`config.mk`:
```
export PLATFORM = sky130hd
export DESIGN_NAME = i2c_strap_wr_slave
export DESIGN_NICKNAME = d
export VERILOG_FILES = /design/src/rtl/i2cw_pkg.sv /design/src/rtl/i2cw_sync.sv /design/src/rtl/i2cw_strap.sv /design/src/rtl/i2cw_frame.sv /design/src/rtl/i2c_strap_wr_slave.sv
export SDC_FILE = /design/constraint.sdc
export NUM_CORES = 1
export LEC_CHECK = 0
export CORE_MARGIN = 2
export CORE_UTILIZATION = 52
export DETAILED_ROUTE_END_ITERATION = 7
export PLACE_DENSITY = 0.82
export SYNTH_ARGS = -nofsm -noshare
export SYNTH_HDL_FRONTEND = slang
export SYNTH_SLANG_ARGS = --single-unit
```
`constraint.sdc`:
```
create_clock -name clk -period 2.28 [get_ports clk]
set_clock_uncertainty 0.05 [all_clocks]
set_input_delay 0.456 -clock clk [delete_from_list [all_inputs] [get_ports clk]]
set_output_delay 0.456 -clock clk [all_outputs]
set_load 0.05 [all_outputs]
```
`src/rtl/i2cw_pkg.sv`:
```
package i2cw_pkg;
  localparam int ADDR_W  = 7;
  localparam int BYTE_W  = 8;
  localparam int FIX_W   = 4;
  localparam logic [FIX_W-1:0] FIX_VAL = 4'b0101;
  localparam int CNT_W   = $clog2(BYTE_W + 1);

  typedef enum logic [2:0] {
    PH_IDLE,
    PH_ADDR,
    PH_REG,
    PH_DATA,
    PH_SKIP
  } phase_e;
endpackage

```
`src/rtl/i2cw_sync.sv`:
```
module i2cw_sync #(
  parameter int STAGES = 2
) (
  input  logic clk,
  input  logic rst_n,
  input  logic scl_i,
  input  logic sda_i,
  output logic sda_lvl,
  output logic scl_rise,
  output logic scl_fall,
  output logic start_ev,
  output logic stop_ev
);
  logic [STAGES-1:0] scl_sh, sda_sh;
  logic scl_s, sda_s, scl_d, sda_d;

  generate
    if (STAGES == 1) begin : g_one
      always_ff @(posedge clk or negedge rst_n)
        if (!rst_n) begin
          scl_sh <= '1;
          sda_sh <= '1;
        end else begin
          scl_sh <= scl_i;
          sda_sh <= sda_i;
        end
    end else begin : g_many
      always_ff @(posedge clk or negedge rst_n)
        if (!rst_n) begin
          scl_sh <= '1;
          sda_sh <= '1;
        end else begin
          scl_sh <= {scl_sh[STAGES-2:0], scl_i};
          sda_sh <= {sda_sh[STAGES-2:0], sda_i};
        end
    end
  endgenerate

  assign scl_s = scl_sh[STAGES-1];
  assign sda_s = sda_sh[STAGES-1];

  always_ff @(posedge clk or negedge rst_n)
    if (!rst_n) begin
      scl_d <= 1'b1;
      sda_d <= 1'b1;
    end else begin
      scl_d <= scl_s;
      sda_d <= sda_s;
    end

  assign sda_lvl  = sda_s;
  assign scl_rise = scl_s & ~scl_d;
  assign scl_fall = ~scl_s & scl_d;
  assign start_ev = scl_s & scl_d & sda_d & ~sda_s;
  assign stop_ev  = scl_s & scl_d & ~sda_d & sda_s;

  assert_start_stop_excl_R9: assert property (@(posedge clk) disable iff (!rst_n)
    !(start_ev && stop_ev));
endmodule

```
`src/rtl/i2cw_strap.sv`:
```
module i2cw_strap
  import i2cw_pkg::*;
#(
  parameter bit FORCE_B6_ZERO = 1'b0
) (
  input  logic              clk,
  input  logic              rst_n,
  input  logic              full_strap,
  input  logic [ADDR_W-1:0] strap,
  output logic [ADDR_W-1:0] dev_addr
);
  logic [ADDR_W-1:0] cand;

  always_comb begin
    if (full_strap) begin
      cand = strap;
      if (FORCE_B6_ZERO) cand[ADDR_W-1] = 1'b0;
    end else begin
      cand = {FIX_VAL, strap[ADDR_W-FIX_W-1:0]};
    end
  end

  // Loaded on every edge while reset is held; frozen after release.
  always_ff @(posedge clk)
    if (!rst_n) dev_addr <= cand;

  assert_addr_frozen_R4: assert property (@(posedge clk) disable iff (!rst_n)
    rst_n |=> $stable(dev_addr));
endmodule

```
`src/rtl/i2cw_frame.sv`:
```
module i2cw_frame
  import i2cw_pkg::*;
(
  input  logic              clk,
  input  logic              rst_n,
  input  logic              sda_lvl,
  input  logic              scl_rise,
  input  logic              scl_fall,
  input  logic              start_ev,
  input  logic              stop_ev,
  input  logic [ADDR_W-1:0] dev_addr,
  output logic              sda_oe,
  output logic [BYTE_W-1:0] reg_addr,
  output logic [BYTE_W-1:0] wr_data,
  output logic              wr_valid
);
  localparam logic [CNT_W-1:0] CNT_FULL = CNT_W'(BYTE_W);

  phase_e            ph_q;
  logic [CNT_W-1:0]  cnt_q;
  logic [BYTE_W-1:0] sh_q;
  logic              ack_q;
  logic              live;

  assign live = (ph_q != PH_IDLE) && (ph_q != PH_SKIP);

  always_ff @(posedge clk or negedge rst_n)
    if (!rst_n) begin
      ph_q     <= PH_IDLE;
      cnt_q    <= '0;
      sh_q     <= '0;
      ack_q    <= 1'b0;
      reg_addr <= '0;
      wr_data  <= '0;
      wr_valid <= 1'b0;
    end else begin
      wr_valid <= 1'b0;
      if (start_ev) begin
        ph_q  <= PH_ADDR;
        cnt_q <= '0;
        ack_q <= 1'b0;
      end else if (stop_ev) begin
        ph_q  <= PH_IDLE;
        cnt_q <= '0;
        ack_q <= 1'b0;
      end else if (live) begin
        if (scl_rise && cnt_q < CNT_FULL) begin
          sh_q  <= {sh_q[BYTE_W-2:0], sda_lvl};
          cnt_q <= cnt_q + 1'b1;
        end else if (scl_fall && cnt_q == CNT_FULL) begin
          if (ack_q) begin
            ack_q <= 1'b0;
            cnt_q <= '0;
            if (ph_q == PH_ADDR)     ph_q <= PH_REG;
            else if (ph_q == PH_REG) ph_q <= PH_DATA;
          end else begin
            unique case (ph_q)
              PH_ADDR: begin
                if (sh_q[BYTE_W-1:1] == dev_addr && !sh_q[0]) ack_q <= 1'b1;
                else begin
                  ph_q  <= PH_SKIP;
                  cnt_q <= '0;
                end
              end
              PH_REG: begin
                reg_addr <= sh_q;
                ack_q    <= 1'b1;
              end
              PH_DATA: begin
                wr_data  <= sh_q;
                wr_valid <= 1'b1;
                ack_q    <= 1'b1;
              end
              default: ack_q <= 1'b0;
            endcase
          end
        end
      end
    end

  assign sda_oe = ack_q;

  assert_strobe_single_R11: assert property (@(posedge clk) disable iff (!rst_n)
    wr_valid |=> !wr_valid);
  assert_strobe_in_data_R8: assert property (@(posedge clk) disable iff (!rst_n)
    wr_valid |-> (ph_q == PH_DATA));
  assert_quiet_when_skipping_R6: assert property (@(posedge clk) disable iff (!rst_n)
    (ph_q == PH_SKIP || ph_q == PH_IDLE) |-> !sda_oe);
  assert_ack_on_ninth_R7: assert property (@(posedge clk) disable iff (!rst_n)
    sda_oe |-> (cnt_q == CNT_FULL));
  assert_restart_drops_R9: assert property (@(posedge clk) disable iff (!rst_n)
    start_ev |=> (ph_q == PH_ADDR && cnt_q == '0 && !sda_oe));
endmodule

```
`src/rtl/i2c_strap_wr_slave.sv`:
```
module i2c_strap_wr_slave #(
  parameter bit FORCE_B6_ZERO = 1'b0,
  parameter int SYNC_STAGES   = 2
) (
  input  logic       clk,
  input  logic       rst_n,
  input  logic       scl_i,
  input  logic       sda_i,
  output logic       sda_oe,
  input  logic       full_strap,
  input  logic [6:0] strap,
  output logic [7:0] reg_addr,
  output logic [7:0] wr_data,
  output logic       wr_valid
);
  logic       sda_lvl, scl_rise, scl_fall, start_ev, stop_ev;
  logic [6:0] dev_addr;

  i2cw_sync #(.STAGES(SYNC_STAGES)) u_sync (
    .clk(clk), .rst_n(rst_n), .scl_i(scl_i), .sda_i(sda_i),
    .sda_lvl(sda_lvl), .scl_rise(scl_rise), .scl_fall(scl_fall),
    .start_ev(start_ev), .stop_ev(stop_ev)
  );

  i2cw_strap #(.FORCE_B6_ZERO(FORCE_B6_ZERO)) u_strap (
    .clk(clk), .rst_n(rst_n), .full_strap(full_strap), .strap(strap),
    .dev_addr(dev_addr)
  );

  i2cw_frame u_frame (
    .clk(clk), .rst_n(rst_n), .sda_lvl(sda_lvl), .scl_rise(scl_rise),
    .scl_fall(scl_fall), .start_ev(start_ev), .stop_ev(stop_ev),
    .dev_addr(dev_addr), .sda_oe(sda_oe), .reg_addr(reg_addr),
    .wr_data(wr_data), .wr_valid(wr_valid)
  );
endmodule

```
# Yosys cells after proc, flatten, opt, wreduce, memory -nomap -nowiden
# Cells that the tools add are included.
classes:
  n_addsub: 1
  order_cmp: 1
  n_eq_ne: 9
  n_mux: 33
  bitwise_logic: 15
  n_reduce_logical: 19
op_table:
  columns: ["op", "n"]
  rows:
  - ["$mux W4", 8]
  - ["$mux W3", 10]
  - ["$mux W1", 14]
  - ["$reduce_and A7 Y1", 2]
  - ["$reduce_bool A4 Y1", 3]
  - ["$reduce_bool A3 Y1", 3]
  - ["$not A1 Y1", 8]
  - ["$reduce_and A4 Y1", 2]
  - ["$and A1 B1 Y1", 7]
  - ["$eq A7 B7 Y1", 1]
  - ["$eq A3 B2 Y1 const B", 2]
  - ["$ne A3 B3 Y1 const B", 2]
  - ["$reduce_and A6 Y1", 1]
  - ["$ne A5 B3 Y1 const B", 1]
  - ["$reduce_bool A5 Y1", 1]
  - ["$add A4 B1 Y4 const B", 1]
  - ["$eq A4 B4 Y1 const B", 1]
  - ["$logic_and A1 B1 Y1", 4]
  - ["$lt A4 B4 Y1 const B", 1]
  - ["$ne A4 B3 Y1 const B", 1]
  - ["$eq A3 B1 Y1 const B", 1]
  - ["$reduce_and A3 Y1", 1]
  - ["$pmux W1 S2", 1]
  - ["$reduce_or A2 Y1", 1]
  - ["$logic_not A1 Y1", 1]
word_totals:
  reg_bits: 46
  in_bits: 12
  out_inout_bits: 18
  word_cells: 91

# Logic depth before layout (Yosys ltp)
depth:
  depth_word: 10
  mapped_depth: 7
  mapped_depth_nobuf: 7

# Modules after synthesis
# Synthesis repeated with hierarchy kept, for this count alone.
unflattened:
  cells_unflattened: 153
  area_unflattened_um2: 2064.5
by_module_without_submodules:
  columns: ["mod", "instances", "cells_per_inst", "area_per_inst_um2", "seq_area_each_um2"]
  rows:
  - ["i2cw_frame", 1, 131, 1635.3, 825.8]
  - ["i2cw_strap", 1, 12, 239.0, 210.2]
  - ["i2cw_sync", 1, 10, 190.2, 157.7]

# Worst setup path before layout
# OpenSTA, ideal clock, no wires.
synth_path:
  path_type: "register to register"
  startpoint: "reg u_frame.ack_q (netlist: u_frame.sda_oe)"
  endpoint: "reg u_frame.wr_data[0]"
  setup_ns: 0.125
  arrival_ns: 1.905
  required_time_ns: 2.105
  setup_slack_ns: 0.200
  stages_incl_launch_ff: 6
  path_buffers: 1
  period_less_slack_ns: 2.080
  cell_sequence: "dfrtp_1 clkbuf_1 a21oi_1 nand2_2 nor4_4 mux2_2"
synth_via:
  elab_chain_cells: 2
synth_rtl:
  columns: ["element", "line", "text"]
  rows:
  - ["start: declaration", "i2cw_frame.sv:22", "logic ack_q;"]
  - ["start signal: assignment", "i2cw_frame.sv:32", "ack_q <= 1'b0;"]
  - ["start signal: assignment", "i2cw_frame.sv:41", "ack_q <= 1'b0;"]
  - ["start signal: assignment", "i2cw_frame.sv:45", "ack_q <= 1'b0;"]
  - ["$not A1 Y1 (no source line)", null, null]
  - ["$reduce_and A7 Y1 (no source line)", null, null]
  - ["end signal: assignment", "i2cw_frame.sv:70", "wr_data <= sh_q;"]
  - ["end: declaration", "i2cw_frame.sv:14", "output logic [BYTE_W-1:0] wr_data,"]
# Every way passes these cells.
# A chain may end at the register's enable or synchronous reset.

# Final worst setup path
layout_path:
  startpoint: "reg u_frame.ack_q (netlist: u_frame.sda_oe)"
  endpoint: "out sda_oe"
layout_lines:
  columns: ["element", "line", "text"]
  rows:
  - ["end: declaration", "i2c_strap_wr_slave.sv:9", "output logic sda_oe,"]
# No word-level cell between the ends.

==> metrics.csv <==
stage,metric,value,unit
cells_and_area,Final Core Density,66.3,%
yosys,syn_nets,154,
cells_and_area,NumNets Final,192,
yosys,"Distinct cells, synth",31,
die,Top-Level Pins,30,
clocking,CTS tree,built,
power,clock share of power,25.2,%
yosys,synthesized area per cell,13.8,um2
clocking,worst skew pair latency,0.29,ns
placement,routability cong.,0.869,
power,Net Sw Frac,28.0,%
timing,Setup-failing EPs final,0,
timing,Max Clk Rate,461,MHz
placement,port bufs,29,
power,Power per Cell Area,772,nW/um2
clocking,Post-CTS Repair Setup Buffers,0,
power,combinational share of power,15.2,%
drt,DRC viols,0,
clocking,Num Clock Sinks,46,
clocking,post-cts sizing count,0,
drt,final WL,3550,um
timing,hold slack,0.175,ns
timing,RSZ-0062 raised after global routing,no,
timing,final-report hold violation count,0,
run_status,status,finished clean,
critical_path,Critical Path RT,1.77,ns
critical_path,CP max stage cell,clkdlybuf4s50_1,
power,sw power,516,uW
yosys,synth warn,0,
drt,WL/cell,15.6,um
critical_path,CP endpoint kind,output pin,
timing,Fin Setup TNS,0,ns
yosys,most common cell in the netlist,dfrtp_1,
placement,dpl hpwl,2570,um
yosys,"FFs w/ async S/R, synth",84.8,%
global_route,pin count of the biggest net entering global routing,40,
clocking,"Hold-fix buffers, CTS",0,
global_route,first-pass GRT wire length,6110,um
yosys,"top cells by area, synth","dfrtp_1 43%, mux2_2 15%, edfxtp_1 11%, dfstp_2 8.2%, xor2_1 3.6%",
yosys,Seq cells post-synth,46,
yosys,"Seq/Total Area, Yosys",61.7,%
job,total of max-cap violations,0,
clocking,Num CTS Buffers,5,
cells_and_area,layout cell share with drive strength beyond 1,26.8,%
cells_and_area,area grow syn2layout,23.5,%
power,Internal,1.33,mW
critical_path,CP cell instances,clkdlybuf4s50_1,
yosys,most frequent cells after synthesis,"33 x dfrtp_1, 25 x mux2_2, 8 x xor2_1, 7 x edfxtp_1",
placement,Placed Cells,219,
clocking,Clk Tree Root Cell,clkbuf_8,
critical_path,Critical Path Max Stage Delay,0.86,ns
critical_path,critical path buffer and inverter count,1,
drt,vias,1222,
power,sequential power share,59.6,%
die,Die Y,65.0,um
global_route,grt total ovfl,0,
yosys,"EDFF count, synth",7,
drt,DR iter-0 viols,57,
yosys,cell count after synthesis,140,
drt,post-route ant nets,0,
clocking,Max Buffers Root-to-Sink,2,
timing,final slew viol count,0,
die,area of the die,4220,um2
power,Pleak,1.06,nW
clocking,"Clk pin slew, worst setup/hold paths",0.08,ns
critical_path,crit path launch type,register,
timing,Worst-Margin Slew,0.600,ns
global_route,vias in the first global route,1322,
critical_path,CP Max Fanout,9,
drt,via density per instance,5.38,
power,total power,1.84,mW
clocking,H-tree depth,2,
yosys,top cell type by total area after synthesis,dfrtp_1,
timing,Period minus WS final,2.17,ns
yosys,"Cell Area, Synth",1930,um2
die,initial core utilization,53.6,%
die,Die X,65.0,um
timing,worst rel slew slack,59.8,%
die,core area,3610,um2
cells_and_area,Antenna diodes,0,
die,num rows,22,
global_route,GR Util All Layers,19.1,%
cells_and_area,post-layout instance count excluding filler cells,227,
drt,first-pass iteration count of the detailed router,4,
timing,final period utilization,95.1,%
critical_path,Worst path top cell family by delay,buffers and inverters,
global_route,initial antenna violation count,0,
critical_path,arrival time worst endpoint,1.66,ns
yosys,Yosys top cell area share,42.7,%
power,maximum vdd drop,0.501,mV
min_path,HP Class,primary input to asynchronous set/reset pin,
critical_path,Setup CP Type,register to output pin,
yosys,Post-synth top flop,dfrtp_1,
## path summary, 6_finish.rpt
path	start	endpoint	slack [ns]	cells past startpoint
worst max-delay path	u_frame.sda_oe	sda_oe	0.11	1
worst min-delay path	rst_n	u_frame.reg_addr[7]	0.17	2
worst max register to register	u_sync.sda_sh[1]	u_frame.wr_data[5]	0.19	6
worst min register to register	u_sync.scl_sh[0]	u_sync.scl_sh[1]	0.31	0
max in group asynchronous	rst_n	u_sync.sda_d	1.65	2
min in group clk	u_sync.scl_sh[0]	u_sync.scl_sh[1]	0.31	0
## layout by cell type (no fill, tap or decap), types with 3 or more instances in the layout
master           synthesis  routed
edfxtp_1                 7       7
nand3_1                  5       5
nand2b_1                 3       3
xor2_1                   8       8
dfrtp_1                 33      33
clkdlybuf4s50_1          0      28
clkbuf_8                 0       5
o211ai_1                 3       3
buf_4                    0       5
nor2_1                   3       3
inv_1                    6       6
nand2_1                  6       6
dfstp_2                  6       6
a21oi_1                  6       6
o21ai_0                  5       5
mux2_2                  25      25
## flip-flops by register name (all words and copies together), names as in the netlist
signal / flops
u_strap.dev_addr: 7
u_frame.cnt_q: 4
u_sync.scl_d: 1
u_sync.sda_d: 1
u_frame.wr_data: 8
u_frame.ph_q: 3
u_sync.sda_sh: 2
u_frame.sda_oe: 1
u_frame.sh_q: 8
u_frame.wr_valid: 1
u_frame.reg_addr: 8
u_sync.scl_sh: 2
## logic make-up (layout without fill, tap and decap cells)
group / Yosys count / after routing / synth area share [%]
flops: 46 / 46 / 61.7
simple gates: 29 / 29 / 10.2
compound gates: 20 / 20 / 6.47
fa+ha+maj: 2 / 2 / 1.29
mux: 25 / 25 / 14.6
xor+xnor: 9 / 9 / 4.08
buf+inv: 9 / 48 / 1.75
## area by class of cell
class	instances	area [um2]
Clock buffer	7	76.3
Clock inverter	1	7.51
Fill cell	269	1220
Inverter	6	22.5
Multi-Input combinational cell	85	707
Sequential cell	46	1190
Tap cell	48	60.1
Timing Repair Buffer	34	323
## power by group through the flow
| stage | logic [mW] | clock network [mW] | registers, mW |
|---|---|---|---|
| after detailed placement | 0.279 | 0 | 1.12 |
| after global placement | 0.263 | 0 | 1.11 |
| after floorplan | 0.218 | 0 | 1.06 |
| final | 0.280 | 0.466 | 1.10 |
| after global routing | 0.321 | 0.521 | 1.12 |
| after CTS | 0.283 | 0.477 | 1.10 |
## layer usage
metal / routed length [um] / share of wire [%] / global-route usage [%]
met5: 0 / 0 / 0
met4: 38 / 1.1 / 6.38
met3: 175 / 4.9 / 5.03
met2: 1720 / 49 / 31.3
met1: 1610 / 45 / 24.8
## stage by stage
stage,cell area (um2),worst slack (ns)
after floorplan,1930,0.200
after global placement,2310,0.298
after detailed placement,2310,0.210
after CTS,2390,0.115
after global routing,2390,0.0596
final,2390,0.111
(Power assumes the default switching activity.)
